File: config.mk
export PLATFORM = sky130hd
export DESIGN_NAME = bus_sizer
export DESIGN_NICKNAME = d
export VERILOG_FILES = /design/src/rtl/bus_sizer.sv
export SDC_FILE = /design/constraint.sdc
export NUM_CORES = 1
export LEC_CHECK = 0
export BUFFER_PORTS_ARGS = -buffer_cell sky130_fd_sc_hd__buf_4
export CAP_MARGIN = 20
export CORE_MARGIN = 8
export CORE_UTILIZATION = 30
export CTS_CLUSTER_DIAMETER = 40
export CTS_CLUSTER_SIZE = 8
export DETAILED_ROUTE_END_ITERATION = 8
export GPL_TIMING_DRIVEN = 0
export PLACE_DENSITY_LB_ADDON = 0.05
export SETUP_SLACK_MARGIN = 0.2
export SYNTH_ARGS = -nofsm -noshare
export SYNTH_HDL_FRONTEND = slang
export SYNTH_SLANG_ARGS = --single-unit
File: constraint.sdc
create_clock -name clk -period 10.1 [get_ports clk]
set_input_delay 2.02 -clock clk [delete_from_list [all_inputs] [get_ports clk]]
set_output_delay 2.02 -clock clk [all_outputs]
set_load 0.02 [all_outputs]
File: src/rtl/bus_sizer.sv
module bus_sizer #(
  parameter int AW = 32
) (
  input  logic          clk,
  input  logic          rst_n,
  input  logic          bus16_strap,
  input  logic          req_valid,
  input  logic [AW-1:0] req_addr,
  input  logic [1:0]    req_size,
  input  logic          req_write,
  input  logic [31:0]   req_wdata,
  output logic          busy,
  output logic          done,
  output logic [31:0]   rdata,
  input  logic [1:0]    port_width,
  output logic          ext_valid,
  output logic [AW-1:0] ext_addr,
  output logic [1:0]    ext_size,
  output logic          ext_write,
  output logic [31:0]   ext_wdata,
  input  logic [31:0]   ext_rdata,
  input  logic          ext_ack,
  output logic          gpio_free
);
  typedef enum logic [1:0] {S_IDLE, S_START, S_ACT} st_t;

  st_t           st;
  logic          bus16_q, wr_q, done_q;
  logic [AW-1:0] base_q;
  logic [2:0]    n_q, sent_q;
  logic [1:0]    pw_q;
  logic [31:0]   wd_q, rbuf, rbuf_nx, wbus;

  logic [1:0] eff_pw;
  logic [2:0] pwb, room, rem, cnt, s_idx;
  logic [1:0] off;

  assign eff_pw   = port_width[1] ? (bus16_q ? 2'd1 : 2'd2) : port_width;
  assign ext_addr = base_q + AW'(sent_q);
  assign pwb      = 3'd1 << pw_q;
  assign off      = ext_addr[1:0] & 2'(pwb - 3'd1);
  assign room     = pwb - {1'b0, off};
  assign rem      = n_q - sent_q;
  assign cnt      = (rem < room) ? rem : room;
  assign s_idx    = 3'd4 - n_q;

  always_comb begin
    logic [1:0] ln, kk;
    wbus    = '0;
    rbuf_nx = rbuf;
    for (int j = 0; j < 4; j++) begin
      ln = off + 2'(j);
      kk = 2'(s_idx + sent_q) + 2'(j);
      if (3'(j) < cnt) begin
        wbus[{~ln, 3'b000} +: 8]    = wd_q[{~kk, 3'b000} +: 8];
        rbuf_nx[{~kk, 3'b000} +: 8] = ext_rdata[{~ln, 3'b000} +: 8];
      end
    end
  end

  assign busy      = (st != S_IDLE);
  assign done      = done_q;
  assign rdata     = rbuf;
  assign ext_valid = (st == S_ACT);
  assign ext_size  = 2'(cnt - 3'd1);
  assign ext_write = wr_q;
  assign ext_wdata = (ext_valid && wr_q) ? wbus : '0;
  assign gpio_free = bus16_q;

  always_ff @(posedge clk) begin
    if (!rst_n) begin
      st      <= S_IDLE;
      bus16_q <= bus16_strap;
      wr_q    <= 1'b0;
      done_q  <= 1'b0;
      base_q  <= '0;
      n_q     <= 3'd1;
      sent_q  <= '0;
      pw_q    <= '0;
      wd_q    <= '0;
      rbuf    <= '0;
    end else begin
      done_q <= 1'b0;
      case (st)
        S_IDLE: if (req_valid) begin
          base_q <= req_addr;
          n_q    <= (req_size == 2'd0) ? 3'd1 : (req_size == 2'd1) ? 3'd2 : 3'd4;
          sent_q <= '0;
          wr_q   <= req_write;
          wd_q   <= req_wdata;
          rbuf   <= '0;
          st     <= S_START;
        end
        S_START: begin
          pw_q <= eff_pw;
          st   <= S_ACT;
        end
        S_ACT: if (ext_ack) begin
          if (!wr_q) rbuf <= rbuf_nx;
          sent_q <= sent_q + cnt;
          if (sent_q + cnt == n_q) begin
            st     <= S_IDLE;
            done_q <= 1'b1;
          end else begin
            st <= S_START;
          end
        end
        default: st <= S_IDLE;
      endcase
    end
  end
endmodule


==> results.toml, run 1 <==
[outcome]
outcome = "completed"

[place]
gp_congestion = 0.917
post-place-ws_ns = 2.85
place_area_sq_um = 12100
dpl.hpwl_um = 35600
portBuffers = 208
dpl.cell_count = 1958

[routing]
drt_iter0_markers = 1118
vias = 11243
drc = 0
ant_nets = 0
firstDrtPassIters = 6
vias_per_cell = 5.69
routed_wl_um = 45800
wire_per_inst_um = 23.2

[worst_setup_path]
r2r_setup_slack_ns = 5.04
r2r_cells = 16
crit_chain = "ha_1, o21ai_2, buf_2, buf_4, ha_1, xor2_1, o21ai_0, ha_1, clkbuf_1, inv_1, or3_1, nor4_2, clkbuf_1, a221oi_1, a22oi_1, buf_4"
r2r-end = "rdata[15]"
cp.required_ns = 8.08
crit_top_cell = "ha_1"
max_stage_delay_ns = 0.69
cp_slowest_cell = "nor4_2"
critPathKind = "reg -> out"
end_kind = "primary output"
cp-start-kind = "register"
crit_path_max_fanout = 14
worstReg2RegStart = "sent_q[0]"
cp.arrival_ns = 5.70

[clock_tree]
htreeDepth = 3
cts_resized = 0
numCtsBuffers = 9
cts_tree = "yes"
ctsHoldBuffers = 0
clockRootBuffer = "clkbuf_16"
postCtsSetupBuffers = 0
cts_buffer_depth = 2
clk_latency_ns = 0.39
clock_sinks = 109
clk_pin_slew_worst_paths_ns = 0.09

[floorplan]
die_w_um = 198
ios = 209
start_util = 0.306
die-area_sq_um = 39300
fp-row-count = 66
core-area_sq_um = 32600
die_h_um = 198

[synth]
syn_area_sq_um = 9970
synth.top_cell.area_share = 0.217
synth-xor-area-share = 0.0350
synthAdderAreaFrac = 0.0399
synth_largest_area_cell = "dfxtp_1"
synthCells = 1303
synth.avg_cell_area_sq_um = 7.65
synth_edf_count = 1
synth_top_family_by_area = "compound AO/OA/AOI/OAI gates"
synth-seq-cells = 109
synth_mux_area_frac = 0.149
yosys.cell_types.count = 74
synth_compound_area_frac = 0.297
synthTopCellsByArea = "dfxtp_1 (22%), nand2_1 (10%), a21oi_1 (7.9%), mux4_2 (6.6%), mux2i_1 (5.7%)"
ys.flop_type = "dfxtp_1"
synth-seq-area-share = 0.220
yosysWarningCount = 0
synth_nets = 1439
synth-simple-area-share = 0.207
synthArstFlopShare = 0

[min_path]
worstHoldEndpoint = "base_q[30]"
hp-start = "base_q[30]"
hold_path.class = "reg -> reg"
min_path_cells = 2

[grt]
grt_antenna_before_repair = 1
grt_pass1_wl_um = 68400
grt_max_degree = 23
grt_remaining_overflow = 0
grt_usage = 0.226
first_global_vias = 10984

[layout]
diodes = 0
final_cells = 1976
syn_to_final_growth_pct = 24.8
final_nets = 1665
post-route-util = 0.381
drive_gt1_frac = 0.205
design_area_sq_um = 12400

[pwr]
peakVddDrop_uv = 93.1
p_leak_nw = 4.91
power_per_cell_area_nw_per_um2 = 122

[sta]
rsz0062_at_grt = "false"
final_max_slew_viol_count = 0
fin_ws_ns = 2.38
relSlewSlack = 0.282
hold_viol = 0
period_needed_ns = 7.72
finalSetupTns_ns = 0
tightest_slew_ns = 1.07
fin_skew_ns = 0.0147
fmax_mhz = 130
setup_viol = 0
fin_crit_sh = 0.764

[run]
drv_cap = 0
## final cells by class
| type | instances | area (sq um) |
|---|---|---|
| buffer | 90 | 394 |
| multi-input combinational | 1071 | 7260 |
| sequential | 109 | 2190 |
| clock buffer | 9 | 225 |
| fill | 3549 | 20200 |
| inverter | 33 | 124 |
| timing repair buffer | 215 | 1610 |
| tap | 442 | 553 |
| clock inverter | 7 | 86.3 |
## Yosys cell counts, drive strengths merged (29+ instances only)
library cell	n
a21oi	157
a221oi	32
buf	31
clkbuf	59
dfxtp	108
inv	32
mux2i	57
mux4	32
nand2	277
nand3	30
nor2	39
o21ai	55
xnor2	29
## registers in the layout, summed over array words and instances (netlist names)
register,flops
rdata,32
pw_q,2
wd_q,32
base_q,32
ext_write,1
n_q,3
done,1
sent_q,3
st,2
gpio_free,1
## placed cells by master (no fill, tap or decap), drive strengths merged, types with 4 or more instances in the layout
master,netlist,layout
a211oi,19,19
a21boi,9,9
a21o,27,27
a21oi,157,157
a221o,24,24
a221oi,32,32
a222oi,8,8
a22o,8,8
a22oi,24,24
a31o,4,4
a41oi,16,16
and2,26,26
and3,16,16
buf,31,244
clkbuf,59,70
dfxtp,108,108
ha,27,27
inv,32,37
mux2,16,16
mux2i,57,57
mux4,32,32
nand2,277,277
nand2b,6,6
nand3,30,30
nand3b,7,7
nand4,15,15
nor2,39,39
nor2b,5,5
nor3,25,25
nor4,4,4
o21a,10,10
o21ai,55,55
o31ai,17,17
xnor2,29,29
xor2,10,10
## per-stage QoR
step / hold WS (ns) / total power [mW]
final: 0.459 / 1.52
after global routing: 0.473 / 1.60
after CTS: 0.462 / 1.53
after detailed placement: 0.449 / 1.13
after global placement: 0.444 / 1.13
after floorplan: 0.436 / 0.890
## per-layer routing
| metal | vias to the layer above | track usage | wire [um] |
|---|---|---|---|
| met3 | 67 | 0.0555 | 3990 |
| met5 | - | 0 | 0 |
| met2 | 484 | 0.342 | 20000 |
| met4 | 0 | 0.0769 | 1320 |
| met1 | 5387 | 0.310 | 20500 |
| li1 | 5305 | - | - |
## critical path: cells and delay by family, from the launching register on
| kind | cells | cell delay, ns |
|---|---|---|
| XOR/XNOR | 1 | 0.06 |
| adder cells (fa/ha/maj) | 3 | 0.78 |
| flip-flops | 1 | 0.44 |
| buffers and inverters | 6 | 1.91 |
| AND/OR/NAND/NOR | 2 | 1.15 |
| AO/OA/AOI/OAI | 4 | 0.96 |
## power by group
part,internal [mW],switching [mW],leakage [nW],total (mW)
logic,0.232,0.415,3.87,0.648
registers,0.453,0.0287,0.891,0.482
clock network,0.180,0.210,0.153,0.391
total,0.866,0.654,4.91,1.52
## how the worst max path moves through the flow
stage              start       endpoint  slack (ns)  depth (start not counted)
6_report       sent_q[0]  ext_wdata[21]        2.38                         16
2_1_floorplan  sent_q[0]  ext_wdata[10]        3.84                         16
5_1_grt        sent_q[0]  ext_wdata[22]        1.96                         18
3_5_place_dp   sent_q[0]  ext_wdata[21]        2.85                         16
4_1_cts        sent_q[0]  ext_wdata[21]        2.43                         16
3_3_place_gp   sent_q[0]  ext_wdata[21]        2.88                         16
## logic make-up after synthesis
family                     Yosys count
AOI/OAI and AO/OA                  435
xor gates and xnor gates            39
adders and majority gates           30
buffers and inverters              123
DFF                                109
muxes                              105
and+or+nand+nor                    462
Power figures use the tool's default switching activity.
==> run 2: changes to the inputs <==
==> constraint.sdc (replaced) <==
create_clock -name clk -period 7.1 [get_ports clk]
set_input_delay 1.42 -clock clk [delete_from_list [all_inputs] [get_ports clk]]
set_output_delay 1.42 -clock clk [all_outputs]
set_load 0.02 [all_outputs]
==> run 2 against run 1 <==
Effect of this change:
- worst setup slack got worse by 1.9 ns
- hold slack barely moved
- final cell count barely moved
- first-iteration DRC count rose by 4.8%
- sequential power rose by 42%
- sequential share of layout area fell by 0.14 points
- power rose by 43%
- critical path type unchanged
- critical endpoint is now ext_wdata[31]
- largest power group unchanged
==> results.toml, run 2 (same netlist as run 1, synthesis figures left out) <==
[layout]
diodes = 0
final_cell_mix = "nand2_1 (277), buf_4 (214), a21oi_1 (157), dfxtp_1 (108), mux2i_1 (57)"
final_nets = 1666
drive_gt1_frac = 0.214
fillers = 3541
syn_to_final_growth_pct = 25.8
layout_commonest_cell = "nand2_1"

[worst_setup_path]
crit_top_cell = "ha_1"
cp.arrival_ns = 5.18
r2r_cells = 16
worstReg2RegStart = "sent_q[0]"
crit_chain = "ha_1, o21ai_2, buf_6, buf_4, ha_1, xor2_1, o21ai_0, ha_1, nand2b_1, or2_1, buf_6, a211o_1, buf_2, buf_1, nand3_2, nand4_1, a21oi_1, buf_4"
crit_path_max_fanout = 14
max_stage_delay_ns = 0.44
r2r-end = "rdata[0]"
critPathKind = "reg -> out"
r2r_setup_slack_ns = 2.29
cp_slowest_cell = "dfxtp_1"
critical-path-top-delay-family = "buffers and inverters"
cp.required_ns = 5.68
cp-start-kind = "register"
path_buf_inv = 6
end_kind = "primary output"

[routing]
firstDrtPassIters = 6
ant_nets = 0
drc = 0
wire_per_inst_um = 23.2
vias = 11323
routed_wl_um = 45800
vias_per_cell = 5.73
drt_iter0_markers = 1172

[sta]
fin_hold_ws_ns = 0.459
rsz0062_at_grt = "true"
relSlewSlack = 0.303
setup_viol = 0
tightest_slew_ns = 1.04
hold_viol = 0
fmax_mhz = 151
final_max_slew_viol_count = 0
finalSetupTns_ns = 0
fin_skew_ns = 0.0167
fin_crit_sh = 0.930
period_needed_ns = 6.60

[floorplan]
die-area_sq_um = 39300
fp-row-count = 66
die_h_um = 198
core-area_sq_um = 32600
start_util = 0.306
die_w_um = 198
ios = 209

[run]
drv_cap = 0

[grt]
grt_pass1_wl_um = 68500
grt_remaining_overflow = 0
first_global_vias = 10998
grt_antenna_before_repair = 1
grt_usage = 0.227
grt_max_degree = 23

[min_path]
hold_path.class = "reg -> reg"
min_path_cells = 2
hp-start = "base_q[30]"
worstHoldEndpoint = "base_q[30]"

[place]
gp_congestion = 0.917
dpl.hpwl_um = 35600
portBuffers = 208

[clock_tree]
clk_pin_slew_worst_paths_ns = 0.09
cts_tree = "yes"
clock_sinks = 109
clk_latency_ns = 0.39
cts_buffer_depth = 2
clockRootBuffer = "clkbuf_16"
htreeDepth = 3
numCtsBuffers = 9

[pwr]
power_per_cell_area_nw_per_um2 = 174
p_leak_nw = 4.95
peakVddDrop_uv = 133

[outcome]
outcome = "completed"
-- run 2: worst max-delay path by stage --
stage	startpoint	to	slack, ns	cells after the start
2_1_floorplan	sent_q[0]	ext_wdata[10]	1.44	16
3_3_place_gp	sent_q[0]	ext_wdata[21]	0.48	16
3_5_place_dp	sent_q[0]	ext_wdata[21]	0.45	16
4_1_cts	sent_q[0]	ext_wdata[21]	0.26	16
5_1_grt	sent_q[0]	ext_wdata[13]	0.19	17
6_report	sent_q[0]	ext_wdata[31]	0.50	18
-- run 2: layer usage --
metal	routed length [um]	up-vias	global-route usage
li1	-	5326	-
met1	20400	5463	0.310
met2	20200	467	0.342
met3	4030	65	0.0555
met4	1230	2	0.0783
met5	17	-	0
-- run 2: where the power goes --
part / total (mW) / switching (mW) / leakage, nW / internal [mW]
sequential: 0.686 / 0.0408 / 0.891 / 0.645
clock: 0.557 / 0.300 / 0.153 / 0.257
combinational: 0.934 / 0.600 / 3.91 / 0.335
total: 2.18 / 0.941 / 4.95 / 1.24
-- run 2: final cells by class --
cell class,count,area (sq um),share of cell area
multi-input cells,1071,7340,0.585
clock buffers,9,225,0.0180
plain buffers,90,405,0.0323
clock inverters,7,86.3,0.00689
well taps,442,553,0.0441
repair buffers,216,1610,0.129
flip-flops and latches,109,2190,0.175
inverters,33,124,0.00988
-- run 2: timing repair --
| item | CTS | global route |
|---|---|---|
| pin swaps | 0 | 1 |
| resized for setup | 5 | 17 |
| setup endpoints to repair | 15 | 27 |
| setup buffers | 0 | 1 |
| cloned | 0 | 0 |
| hold buffers | 0 | 0 |
-- run 2: per-stage QoR --
step	util	instances	cell area, sq um	worst slack (ns)	total power [mW]
after floorplan	-	1303	9970	1.44	1.27
after global placement	0.370	1953	12100	0.482	1.60
after detailed placement	0.371	1958	12100	0.455	1.61
after CTS	0.382	1974	12400	0.262	2.17
after global routing	0.384	1977	12500	0.187	2.29
final	0.384	1977	12500	0.495	2.18
-- run 2: tightest hold or removal path, delay by kind of cell (launching register included) --
kind,cells,cell delay [ns]
AOI/OAI and AO/OA,1,0.05
and+or+nand+nor,1,0.05
DFF,1,0.32
==> run 3: changes to the inputs <==
==> constraint.sdc (replaced) <==
create_clock -name clk -period 7.2 [get_ports clk]
set_input_delay 1.44 -clock clk [delete_from_list [all_inputs] [get_ports clk]]
set_output_delay 1.44 -clock clk [all_outputs]
set_load 0.02 [all_outputs]
==> run 3 against run 2 <==
Effect of this change:
- core utilization barely moved
- sequential power decreased by 1%
- die area is the same
- clock skew hardly changed
- first-iteration DRC count is 7.9% lower
==> results.toml, run 3 (same netlist as run 1, synthesis figures left out) <==
[floorplan]
core-area_sq_um = 32600
die-area_sq_um = 39300
die_w_um = 198
ios = 209
fp-row-count = 66
start_util = 0.306
die_h_um = 198

[sta]
hold_viol = 0
fin_skew_ns = 0.0172
fin_crit_sh = 0.936
tightest_slew_ns = 1.05
fmax_mhz = 148
finalSetupTns_ns = 0
period_needed_ns = 6.74
rsz0062_at_grt = "false"
final_max_slew_viol_count = 0
setup_viol = 0
fin_hold_ws_ns = 0.459
relSlewSlack = 0.295

[clock_tree]
cts_tree = "yes"
clockRootBuffer = "clkbuf_16"
htreeDepth = 3
cts_buffer_depth = 2
numCtsBuffers = 9
clk_pin_slew_worst_paths_ns = 0.09
clock_sinks = 109
clk_latency_ns = 0.39

[pwr]
p_leak_nw = 4.95
power_per_cell_area_nw_per_um2 = 171
peakVddDrop_uv = 131

[layout]
syn_to_final_growth_pct = 25.7
layout_commonest_cell = "nand2_1"
post-route-util = 0.384
design_area_sq_um = 12500
drive_gt1_frac = 0.214
final_nets = 1666
final_cell_mix = "nand2_1 (277), buf_4 (215), a21oi_1 (157), dfxtp_1 (108), mux2i_1 (57)"

[routing]
ant_nets = 0
vias = 11280
drt_iter0_markers = 1079
firstDrtPassIters = 9
drc = 0
vias_per_cell = 5.70
routed_wl_um = 45900
wire_per_inst_um = 23.2

[place]
portBuffers = 208
gp_congestion = 0.917
place_area_sq_um = 12100
dpl.hpwl_um = 35600

[run]
drv_cap = 0

[worst_setup_path]
cp-start-kind = "register"
cp.required_ns = 5.76
critPathKind = "reg -> out"
r2r_cells = 16
crit_path_max_fanout = 14
end_kind = "primary output"
cp.arrival_ns = 5.30

[grt]
first_global_vias = 10996
grt_max_degree = 23
grt_pass1_wl_um = 68400
grt_antenna_before_repair = 1
grt_remaining_overflow = 0
grt_usage = 0.226

[min_path]
hold_path.class = "reg -> reg"
min_path_cells = 2

[outcome]
outcome = "completed"
## run 3: cell types whose count changed in the layout (fill, tap and decap cells not counted)
cell	change
buf_4	+1
buf_6	-1
diode_2	+1
nor3_1	+1
nor3_2	-1
## run 3: power breakdown
group / leakage (nW) / internal, mW / switching [mW]
Clock: 0.153 / 0.253 / 0.298
Combinational: 3.90 / 0.330 / 0.591
Sequential: 0.891 / 0.636 / 0.0404
Total: 4.95 / 1.22 / 0.929
## run 3: timing repair
item,in CTS,in global routing
hold buffers,0,0
pin swaps,0,1
endpoints found under the setup margin,4,31
resized for setup,3,18
setup buffers,0,1
## run 3: path summary, 6_finish.rpt
kind | startpoint | to | slack, ns
setup reg to reg | sent_q[0] | rdata[0] | 2.32
hold / removal | base_q[30] | base_q[30] | 0.46
setup / recovery | sent_q[0] | ext_wdata[13] | 0.46
hold reg to reg | base_q[30] | base_q[30] | 0.46
## run 3: per-stage QoR
step	instances	setup WS [ns]	power (mW)
after floorplan	1303	1.52	1.25
after global placement	1953	0.562	1.58
after detailed placement	1958	0.535	1.58
after CTS	1974	0.217	2.14
final	1978	0.463	2.15
after global routing	1977	0.196	2.26
## run 3: area by class of cell
class,instances,area (sq um)
Fill cell,3541,20100
Multi-Input combinational cell,1071,7330
Sequential cell,109,2190
Timing Repair Buffer,216,1610
Tap cell,442,553
Buffer,90,402
Clock buffer,9,225
Inverter,33,124
Clock inverter,7,86.3
Antenna cell,1,2.50
## run 3: routing by layer
metal | routed length (um) | GRT usage | part of all wire | up-vias
met5 | 17 | 0 | 0.00037 | -
met4 | 1350 | 0.0783 | 0.029 | 2
met3 | 3770 | 0.0560 | 0.082 | 71
met2 | 20100 | 0.342 | 0.44 | 460
met1 | 20700 | 0.309 | 0.45 | 5432
li1 | - | - | - | 5315
## run 3: critical path, stage by stage (launching register included)
cell      delay (ns)
dfxtp_1         0.44
ha_1            0.35
o21ai_2         0.28
buf_4           0.33
buf_4           0.33
ha_1            0.23
xor2_1          0.06
o21ai_0         0.23
ha_1            0.34
nand2b_1        0.19
or2_1           0.22
buf_6           0.14
a211o_1         0.37
buf_2           0.23
a311oi_4        0.57
nand2_1         0.11
a41oi_1         0.28
buf_4           0.20
